### src/rtl/pacer_pkg.sv
package pacer_pkg;
  localparam int SEL_W  = 2;
  localparam int BYTE_W = 8;
  localparam int DIV_W  = 16;
  localparam int PEND_W = DIV_W + 1;
  localparam logic [2:0] MODE_RATE = 3'b010;
  localparam logic [2:0] MODE_PARK = 3'b000;

  typedef struct packed {
    logic       capture;
    logic       isEnable;
    logic       latchActive;
    logic       setBusy;
    logic       clrBusy;
    logic [2:0] step;
  } ctlStrobes_t;

  function automatic logic [BYTE_W-1:0] ctrlWord(input logic [SEL_W-1:0] ctr,
                                                 input logic runMode);
    return {ctr, 2'b11, (runMode ? MODE_RATE : MODE_PARK), 1'b0};
  endfunction
endpackage

### src/rtl/pacer_seq.sv
module pacer_seq
  import pacer_pkg::*;
#(
  parameter int NUM_CTR = 3
) (
  input  logic             clk,
  input  logic             rst_n,
  input  logic             enableReq,
  input  logic             disableReq,
  input  logic             updateReq,
  input  logic [SEL_W-1:0] stage1Sel,
  input  logic [SEL_W-1:0] stage2Sel,
  input  logic             progReady,
  output logic             progValid,
  output logic             seqDone,
  output logic             reqReject,
  output logic             seqActive,
  output ctlStrobes_t      ctl
);
  localparam logic [SEL_W-1:0] LAST_CTR = SEL_W'(NUM_CTR - 1);
  localparam logic [2:0] LAST_EN  = 3'd5;
  localparam logic [2:0] LAST_DIS = 3'd1;

  logic       running;
  logic       isEn;
  logic [2:0] step;
  logic       doneQ;
  logic       rejQ;
  logic       selOk;
  logic       anyReq;
  logic [2:0] lastStep;
  logic       finalBeat;

  assign selOk     = (stage1Sel <= LAST_CTR) && (stage2Sel <= LAST_CTR) &&
                     (stage1Sel != stage2Sel);
  assign anyReq    = enableReq || disableReq;
  assign lastStep  = isEn ? LAST_EN : LAST_DIS;
  assign finalBeat = running && progReady && (step == lastStep);

  always_ff @(posedge clk) begin
    if (!rst_n) begin
      running <= 1'b0;
      isEn    <= 1'b0;
      step    <= '0;
      doneQ   <= 1'b0;
      rejQ    <= 1'b0;
    end else begin
      doneQ <= 1'b0;
      rejQ  <= 1'b0;
      if (!running) begin
        if (anyReq) begin
          if (selOk) begin
            running <= 1'b1;
            isEn    <= enableReq;
            step    <= '0;
          end else begin
            rejQ <= 1'b1;
          end
        end
      end else if (progReady) begin
        if (step == lastStep) begin
          running <= 1'b0;
          doneQ   <= 1'b1;
          step    <= '0;
        end else begin
          step <= step + 3'd1;
        end
      end
    end
  end

  always_comb begin
    ctl.capture     = !running && anyReq && selOk;
    ctl.isEnable    = isEn;
    ctl.latchActive = !running && updateReq;
    ctl.setBusy     = !running && enableReq && selOk;
    ctl.clrBusy     = finalBeat && !isEn;
    ctl.step        = step;
  end

  assign progValid = running;
  assign seqActive = running;
  assign seqDone   = doneQ;
  assign reqReject = rejQ;

  // a stalled byte stays offered at the same step
  p_hold_r7: assert property (@(posedge clk) disable iff (!rst_n)
    progValid && !progReady |=> progValid && $stable(ctl.step));
  // done only follows an accepted transaction
  p_done_r8: assert property (@(posedge clk) disable iff (!rst_n)
    seqDone |-> $past(progValid && progReady));
  // a rejection never coincides with a running sequence
  p_reject_r5: assert property (@(posedge clk) disable iff (!rst_n)
    reqReject |-> !progValid);
  // a park sequence never reaches a data step
  p_park_r3: assert property (@(posedge clk) disable iff (!rst_n)
    progValid && !ctl.isEnable |-> ctl.step <= LAST_DIS);
endmodule

### src/rtl/pacer_regs.sv
module pacer_regs
  import pacer_pkg::*;
#(
  parameter int NUM_CTR = 3
) (
  input  logic              clk,
  input  logic              rst_n,
  input  ctlStrobes_t       ctl,
  input  logic              pendWr,
  input  logic [PEND_W-1:0] pendDiv1In,
  input  logic [PEND_W-1:0] pendDiv2In,
  input  logic [SEL_W-1:0]  stage1Sel,
  input  logic [SEL_W-1:0]  stage2Sel,
  input  logic              gpReq,
  input  logic [SEL_W-1:0]  gpCtr,
  output logic [SEL_W-1:0]  progAddr,
  output logic [BYTE_W-1:0] progData,
  output logic [NUM_CTR-1:0] busyMask,
  output logic              gpGrant,
  output logic              gpDeny
);
  localparam logic [SEL_W-1:0] CTRL_ADDR = SEL_W'((1 << SEL_W) - 1);
  localparam logic [PEND_W-1:0] FULL_SCALE = PEND_W'(1 << DIV_W);

  logic [PEND_W-1:0] pend1Q, pend2Q;
  logic [DIV_W-1:0]  act1Q, act2Q;
  logic [SEL_W-1:0]  s1Q, s2Q;
  logic [NUM_CTR-1:0] busyQ;
  logic [NUM_CTR-1:0] freeHit;
  logic grantQ, denyQ;

  always_ff @(posedge clk) begin
    if (!rst_n) begin
      pend1Q <= '0;
      pend2Q <= '0;
      act1Q  <= '0;
      act2Q  <= '0;
      s1Q    <= '0;
      s2Q    <= '0;
      grantQ <= 1'b0;
      denyQ  <= 1'b0;
    end else begin
      if (pendWr) begin
        pend1Q <= pendDiv1In;
        pend2Q <= pendDiv2In;
      end
      if (ctl.latchActive) begin
        act1Q <= pend1Q[DIV_W-1:0];
        act2Q <= pend2Q[DIV_W-1:0];
      end
      if (ctl.capture) begin
        s1Q <= stage1Sel;
        s2Q <= stage2Sel;
      end
      grantQ <= gpReq && (|freeHit);
      denyQ  <= gpReq && !(|freeHit);
    end
  end

  for (genvar g = 0; g < NUM_CTR; g++) begin : g_busy
    localparam logic [SEL_W-1:0] IDX = SEL_W'(g);
    always_ff @(posedge clk) begin
      if (!rst_n)
        busyQ[g] <= 1'b0;
      else if (ctl.setBusy)
        busyQ[g] <= (stage1Sel == IDX) || (stage2Sel == IDX);
      else if (ctl.clrBusy)
        busyQ[g] <= 1'b0;
    end
    assign freeHit[g] = (gpCtr == IDX) && !busyQ[g];
  end

  always_comb begin
    progAddr = CTRL_ADDR;
    progData = ctrlWord(s1Q, ctl.isEnable);
    case (ctl.step)
      3'd1: progData = ctrlWord(s2Q, ctl.isEnable);
      3'd2: begin progAddr = s2Q; progData = act2Q[7:0];  end
      3'd3: begin progAddr = s2Q; progData = act2Q[15:8]; end
      3'd4: begin progAddr = s1Q; progData = act1Q[7:0];  end
      3'd5: begin progAddr = s1Q; progData = act1Q[15:8]; end
      default: ;
    endcase
  end

  assign busyMask = busyQ;
  assign gpGrant  = grantQ;
  assign gpDeny   = denyQ;

  // active divisors move only on a latch strobe
  p_update_r4: assert property (@(posedge clk) disable iff (!rst_n)
    !ctl.latchActive |=> $stable(act1Q) && $stable(act2Q));
  // full-scale pending value folds to zero
  p_mask_r4: assert property (@(posedge clk) disable iff (!rst_n)
    ctl.latchActive && pend1Q == FULL_SCALE |=> act1Q == '0);
  // an answer needs a query one cycle earlier and is never both
  p_answer_r6: assert property (@(posedge clk) disable iff (!rst_n)
    (gpGrant || gpDeny) |-> $past(gpReq) && !(gpGrant && gpDeny));
  // a running pacer holds two reserved counters
  p_busy_r6: assert property (@(posedge clk) disable iff (!rst_n)
    ctl.setBusy |=> $countones(busyMask) == 2);
endmodule

### src/rtl/pacer_cascade_ctrl.sv
module pacer_cascade_ctrl
  import pacer_pkg::*;
#(
  parameter int NUM_CTR = 3
) (
  input  logic              clk,
  input  logic              rst_n,
  input  logic              pendWr,
  input  logic [16:0]       pendDiv1In,
  input  logic [16:0]       pendDiv2In,
  input  logic              updateReq,
  input  logic [1:0]        stage1Sel,
  input  logic [1:0]        stage2Sel,
  input  logic              enableReq,
  input  logic              disableReq,
  output logic              progValid,
  input  logic              progReady,
  output logic [1:0]        progAddr,
  output logic [7:0]        progData,
  output logic              seqDone,
  output logic              reqReject,
  output logic              seqActive,
  output logic [NUM_CTR-1:0] busyMask,
  input  logic              gpReq,
  input  logic [1:0]        gpCtr,
  output logic              gpGrant,
  output logic              gpDeny
);
  ctlStrobes_t ctl;

  pacer_seq #(.NUM_CTR(NUM_CTR)) u_seq (
    .clk(clk), .rst_n(rst_n),
    .enableReq(enableReq), .disableReq(disableReq), .updateReq(updateReq),
    .stage1Sel(stage1Sel), .stage2Sel(stage2Sel),
    .progReady(progReady), .progValid(progValid),
    .seqDone(seqDone), .reqReject(reqReject), .seqActive(seqActive),
    .ctl(ctl)
  );

  pacer_regs #(.NUM_CTR(NUM_CTR)) u_regs (
    .clk(clk), .rst_n(rst_n), .ctl(ctl),
    .pendWr(pendWr), .pendDiv1In(pendDiv1In), .pendDiv2In(pendDiv2In),
    .stage1Sel(stage1Sel), .stage2Sel(stage2Sel),
    .gpReq(gpReq), .gpCtr(gpCtr),
    .progAddr(progAddr), .progData(progData),
    .busyMask(busyMask), .gpGrant(gpGrant), .gpDeny(gpDeny)
  );
endmodule

### config.mk
export PLATFORM = sky130hd
export DESIGN_NAME = pacer_cascade_ctrl
export DESIGN_NICKNAME = d
export VERILOG_FILES = /design/src/rtl/pacer_pkg.sv /design/src/rtl/pacer_seq.sv /design/src/rtl/pacer_regs.sv /design/src/rtl/pacer_cascade_ctrl.sv
export SDC_FILE = /design/constraint.sdc
export NUM_CORES = 1
export LEC_CHECK = 0
export ABC_CLOCK_PERIOD_IN_PS = 3500
export BUFFER_PORTS_ARGS = -buffer_cell sky130_fd_sc_hd__buf_2
export CORE_MARGIN = 5
export CORE_UTILIZATION = 59
export CTS_CLUSTER_DIAMETER = 200
export DETAILED_ROUTE_END_ITERATION = 6
export MAX_ROUTING_LAYER = met4
export PLACE_DENSITY_LB_ADDON = 0.2
export SYNTH_ARGS = -nofsm -noshare
export SYNTH_HDL_FRONTEND = slang
export SYNTH_SLANG_ARGS = --single-unit
### constraint.sdc
create_clock -name clk -period 3.5 [get_ports clk]
set_input_delay 0.7 -clock clk [delete_from_list [all_inputs] [get_ports clk]]
set_output_delay 0.7 -clock clk [all_outputs]
set_load 0.03 [all_outputs]
==> impl_metrics.env <==
export IMPL_worstPathArrival_ns=2.35
export IMPL_postPlaceCellArea_sq_um=3714
export IMPL_slew_headroom=0.2945
export IMPL_first_global_vias=2761
export IMPL_h_tree_depth=3
export IMPL_number_of_hold_buffers_added_after_cts=0
export IMPL_cts_clk_slew_worst_paths_ns=0.08
export IMPL_numCtsBuffers=9
export IMPL_grt_pass1_wl_microns=12640
export IMPL_crit_path_largest_cell_delay_ns=0.70
export IMPL_post_cts_repair_setup_buffers=0
export IMPL_postLayoutCellArea_sq_um=3911
export IMPL_path_delay_family="flip-flops"
export IMPL_die_area_sq_um=7418
export IMPL_fp_row_count=27
export IMPL_drv_slew=0
export IMPL_totalWireLength_microns=7598
export IMPL_post_synth_top_area_fraction=0.4683
export IMPL_timing_final_setup_violations=0
export IMPL_power_mw=1.868
export IMPL_netlist_area_sq_um=3420
export IMPL_post_route_worst_setup_slack_ns=0.4513
export IMPL_worst_clock_skew_ns=0.01052
export IMPL_path_class="flip-flop to output port"
export IMPL_final_critical_path_share_of_the_clock_period=0.8711
export IMPL_drt_initial_violations=216
export IMPL_multi_input_area_sq_um=1642
export IMPL_critical_path_slowest_cell="sky130_fd_sc_hd__dfxtp_1"
export IMPL_buffers_inverters_on_critical_path=3
export IMPL_outcome="completed"
export IMPL_synth_warnings=0
export IMPL_netlist_top_cells_count="80 x sky130_fd_sc_hd__dfxtp_1, 77 x sky130_fd_sc_hd__nand2_1, 44 x sky130_fd_sc_hd__nor2_1"
export IMPL_stdcell_count=527
export IMPL_worst_slew_pin_transition_ns=1.056
export IMPL_drc_errors=0
export IMPL_rsz0062_at_grt="no"
export IMPL_synthesis_nets=450
export IMPL_synth_area_per_cell_sq_um=8.528
export IMPL_drive_above_1_share=0.2044
export IMPL_syn_inst=401
export IMPL_vias_per_cell=5.543
export IMPL_synth_async_reset_ratio=0
export IMPL_synth_edff_count=0
export IMPL_die_x_microns=86.13
export IMPL_antenna_found_initial=0
export IMPL_synth_area_leader_cell="sky130_fd_sc_hd__dfxtp_1"
export IMPL_antenna_violating_nets_post_route=0
export IMPL_critPathLaunchType="flip-flop"
export IMPL_setup_slack_at_placement_ns=0.8333
export IMPL_total_leakage_power_nw=1.638
export IMPL_core_region_area_sq_um=5574
export IMPL_number_of_nets_in_the_layout=499
export IMPL_route_vias_total=2921
export IMPL_placement_io_buffers=64
export IMPL_clock_latency_on_the_worst_skew_pair_ns=0.34
export IMPL_max_cap_violations=0
export IMPL_worstHoldPathType="flip-flop to flip-flop"
export IMPL_worstSetupEndpointType="output port"
export IMPL_wl_per_cell_microns=14.42
export IMPL_globalRoute_totalOverflow=0
export IMPL_critical_path_required_ns=2.80
export IMPL_floorplan_initialDensity=0.6135
export IMPL_placedCellCount=511
export IMPL_cts_root_buffer="sky130_fd_sc_hd__clkbuf_8"
export IMPL_crit_path_cell_chain="inv_1, ha_1, buf_4, o21a_1, nor3_1, o32a_1, buf_2"
export IMPL_area_growth_synth_to_final_pct=14.38
export IMPL_crit_path_time_final_ns=3.049
export IMPL_count_of_fill_cells_added_during_filler_insertion=484
export IMPL_setup_tns_final_ns=0
export IMPL_ys_dominant_reg_cell="sky130_fd_sc_hd__dfxtp_1"
export IMPL_dp_final_hpwl_microns=5275
export IMPL_synth_seq_area_share=0.4683
export IMPL_cts_repair_resize_count=0
export IMPL_number_of_top_level_design_ports=67
export IMPL_place_gp_congestion=0.8375
export IMPL_most_frequent_cell_after_synthesis="sky130_fd_sc_hd__dfxtp_1"
export IMPL_dr_pass1_iters=4
export IMPL_reg2reg_setup_slack_ns=1.61
export IMPL_cts_num_sinks=80
export IMPL_max_vdd_ir_drop_mv=0.3018
export IMPL_ys_types=46
export IMPL_cts_buffer_depth=2
export IMPL_grt_max_degree=45
export IMPL_antennaDiodeCount=0
export IMPL_yosys_register_bits=80
export IMPL_hold_viol_final=0
export IMPL_maxClockFrequency_mhz=328.0
export IMPL_chipHeight_microns=86.13
export IMPL_pwr_density_cell_nw_per_um2=477.5
export IMPL_synth_area_leaders="sky130_fd_sc_hd__dfxtp_1 47%, sky130_fd_sc_hd__mux2i_1 11%, sky130_fd_sc_hd__nand2_1 8.5%"
export IMPL_cts_tree="done"
export IMPL_critical_path_max_fanout=18
export IMPL_groute_usage_overall=0.2187
export IMPL_sequential_cell_area_sq_um=1602
==> final timing paths <==
| kind | endpoint | cells past startpoint | startpoint |
|---|---|---|---|
| worst min-delay path | u_regs.act1Q[0] | 2 | u_regs.act1Q[0] |
| worst min register to register | u_regs.act1Q[0] | 2 | u_regs.act1Q[0] |
| worst max-delay path | progAddr[0] | 7 | u_seq.step[2] |
| worst max register to register | u_regs.act1Q[4] | 4 | u_seq.progValid |
==> layer usage <==
metal  up-vias  part of all wire  global-route usage
li1       1460                 -                   -
met1      1383              0.44              0.2783
met2        69              0.49              0.3525
met3         9             0.063             0.03939
met4         0             0.012             0.06906
met5         -                 0                   -
==> cell families after synthesis <==
family / Yosys count / synth area share
AO/OA/AOI/OAI: 88 / 0.1573
XOR/XNOR: 3 / 0.01208
adder cells (fa/ha/maj): 1 / 0.003658
buffers and inverters: 38 / 0.05233
flip-flops: 80 / 0.4684
multiplexers: 38 / 0.1116
AND/OR/NAND/NOR: 153 / 0.1947
==> registers in the layout, indices dropped and copies added (netlist names) <==
register / flops
u_regs.act1Q: 16
u_regs.act2Q: 16
u_regs.pend1Q: 16
u_regs.pend2Q: 16
u_regs.busyMask: 3
u_seq.step: 3
u_regs.s1Q: 2
u_regs.s2Q: 2
u_regs.gpDeny: 1
u_regs.gpGrant: 1
u_seq.isEn: 1
u_seq.progValid: 1
u_seq.reqReject: 1
u_seq.seqDone: 1
==> worst register-to-register path: cells and delay by family, from the launching register on <==
kind            cells  cell delay (ns)
simple gates        2             0.97
flops               1             0.49
buf+inv             1             0.19
compound gates      1             0.17
==> metrics by stage <==
| step | hold WS (ns) | utilization |
|---|---|---|
| 2_1_floorplan | 0.4312 | - |
| 3_5_place_dp | 0.4457 | 0.6662 |
| 5_1_grt | 0.4732 | 0.7017 |
| 3_3_place_gp | 0.4402 | 0.6662 |
| 6_report | 0.4563 | 0.7017 |
| 4_1_cts | 0.4585 | 0.7017 |
==> where the power goes <==
part           internal [mW]  switching [mW]  leakage [nW]
clock network          0.348           0.326        0.0993
registers              0.953          0.0266         0.654
logic                 0.0815           0.132         0.884
==> cell usage in the layout (no fill, tap or decap), types with 3 or more instances in the layout <==
master	instances
sky130_fd_sc_hd__dfxtp_1	80
sky130_fd_sc_hd__nand2_1	77
sky130_fd_sc_hd__buf_2	64
sky130_fd_sc_hd__nor2_1	44
sky130_fd_sc_hd__a21oi_1	43
sky130_fd_sc_hd__mux2i_1	37
sky130_fd_sc_hd__o21ai_0	12
sky130_fd_sc_hd__clkbuf_8	10
sky130_fd_sc_hd__inv_1	7
sky130_fd_sc_hd__a22oi_1	7
sky130_fd_sc_hd__o211ai_1	5
sky130_fd_sc_hd__nor2b_1	5
sky130_fd_sc_hd__nand4_1	5
sky130_fd_sc_hd__nand3_1	4
sky130_fd_sc_hd__buf_4	4
sky130_fd_sc_hd__or3_1	3
sky130_fd_sc_hd__nand2b_1	3
sky130_fd_sc_hd__o2111ai_1	3
==> layout make-up <==
type | instances | share of cell area
tap | 72 | 0.02303
sequential | 80 | 0.4095
inverter | 8 | 0.007678
timing repair buffer | 68 | 0.08957
multi-input combinational | 283 | 0.4197
clock buffer | 11 | 0.03615
clock inverter | 5 | 0.01440
No activity file was read; power rests on OpenSTA's default activity.
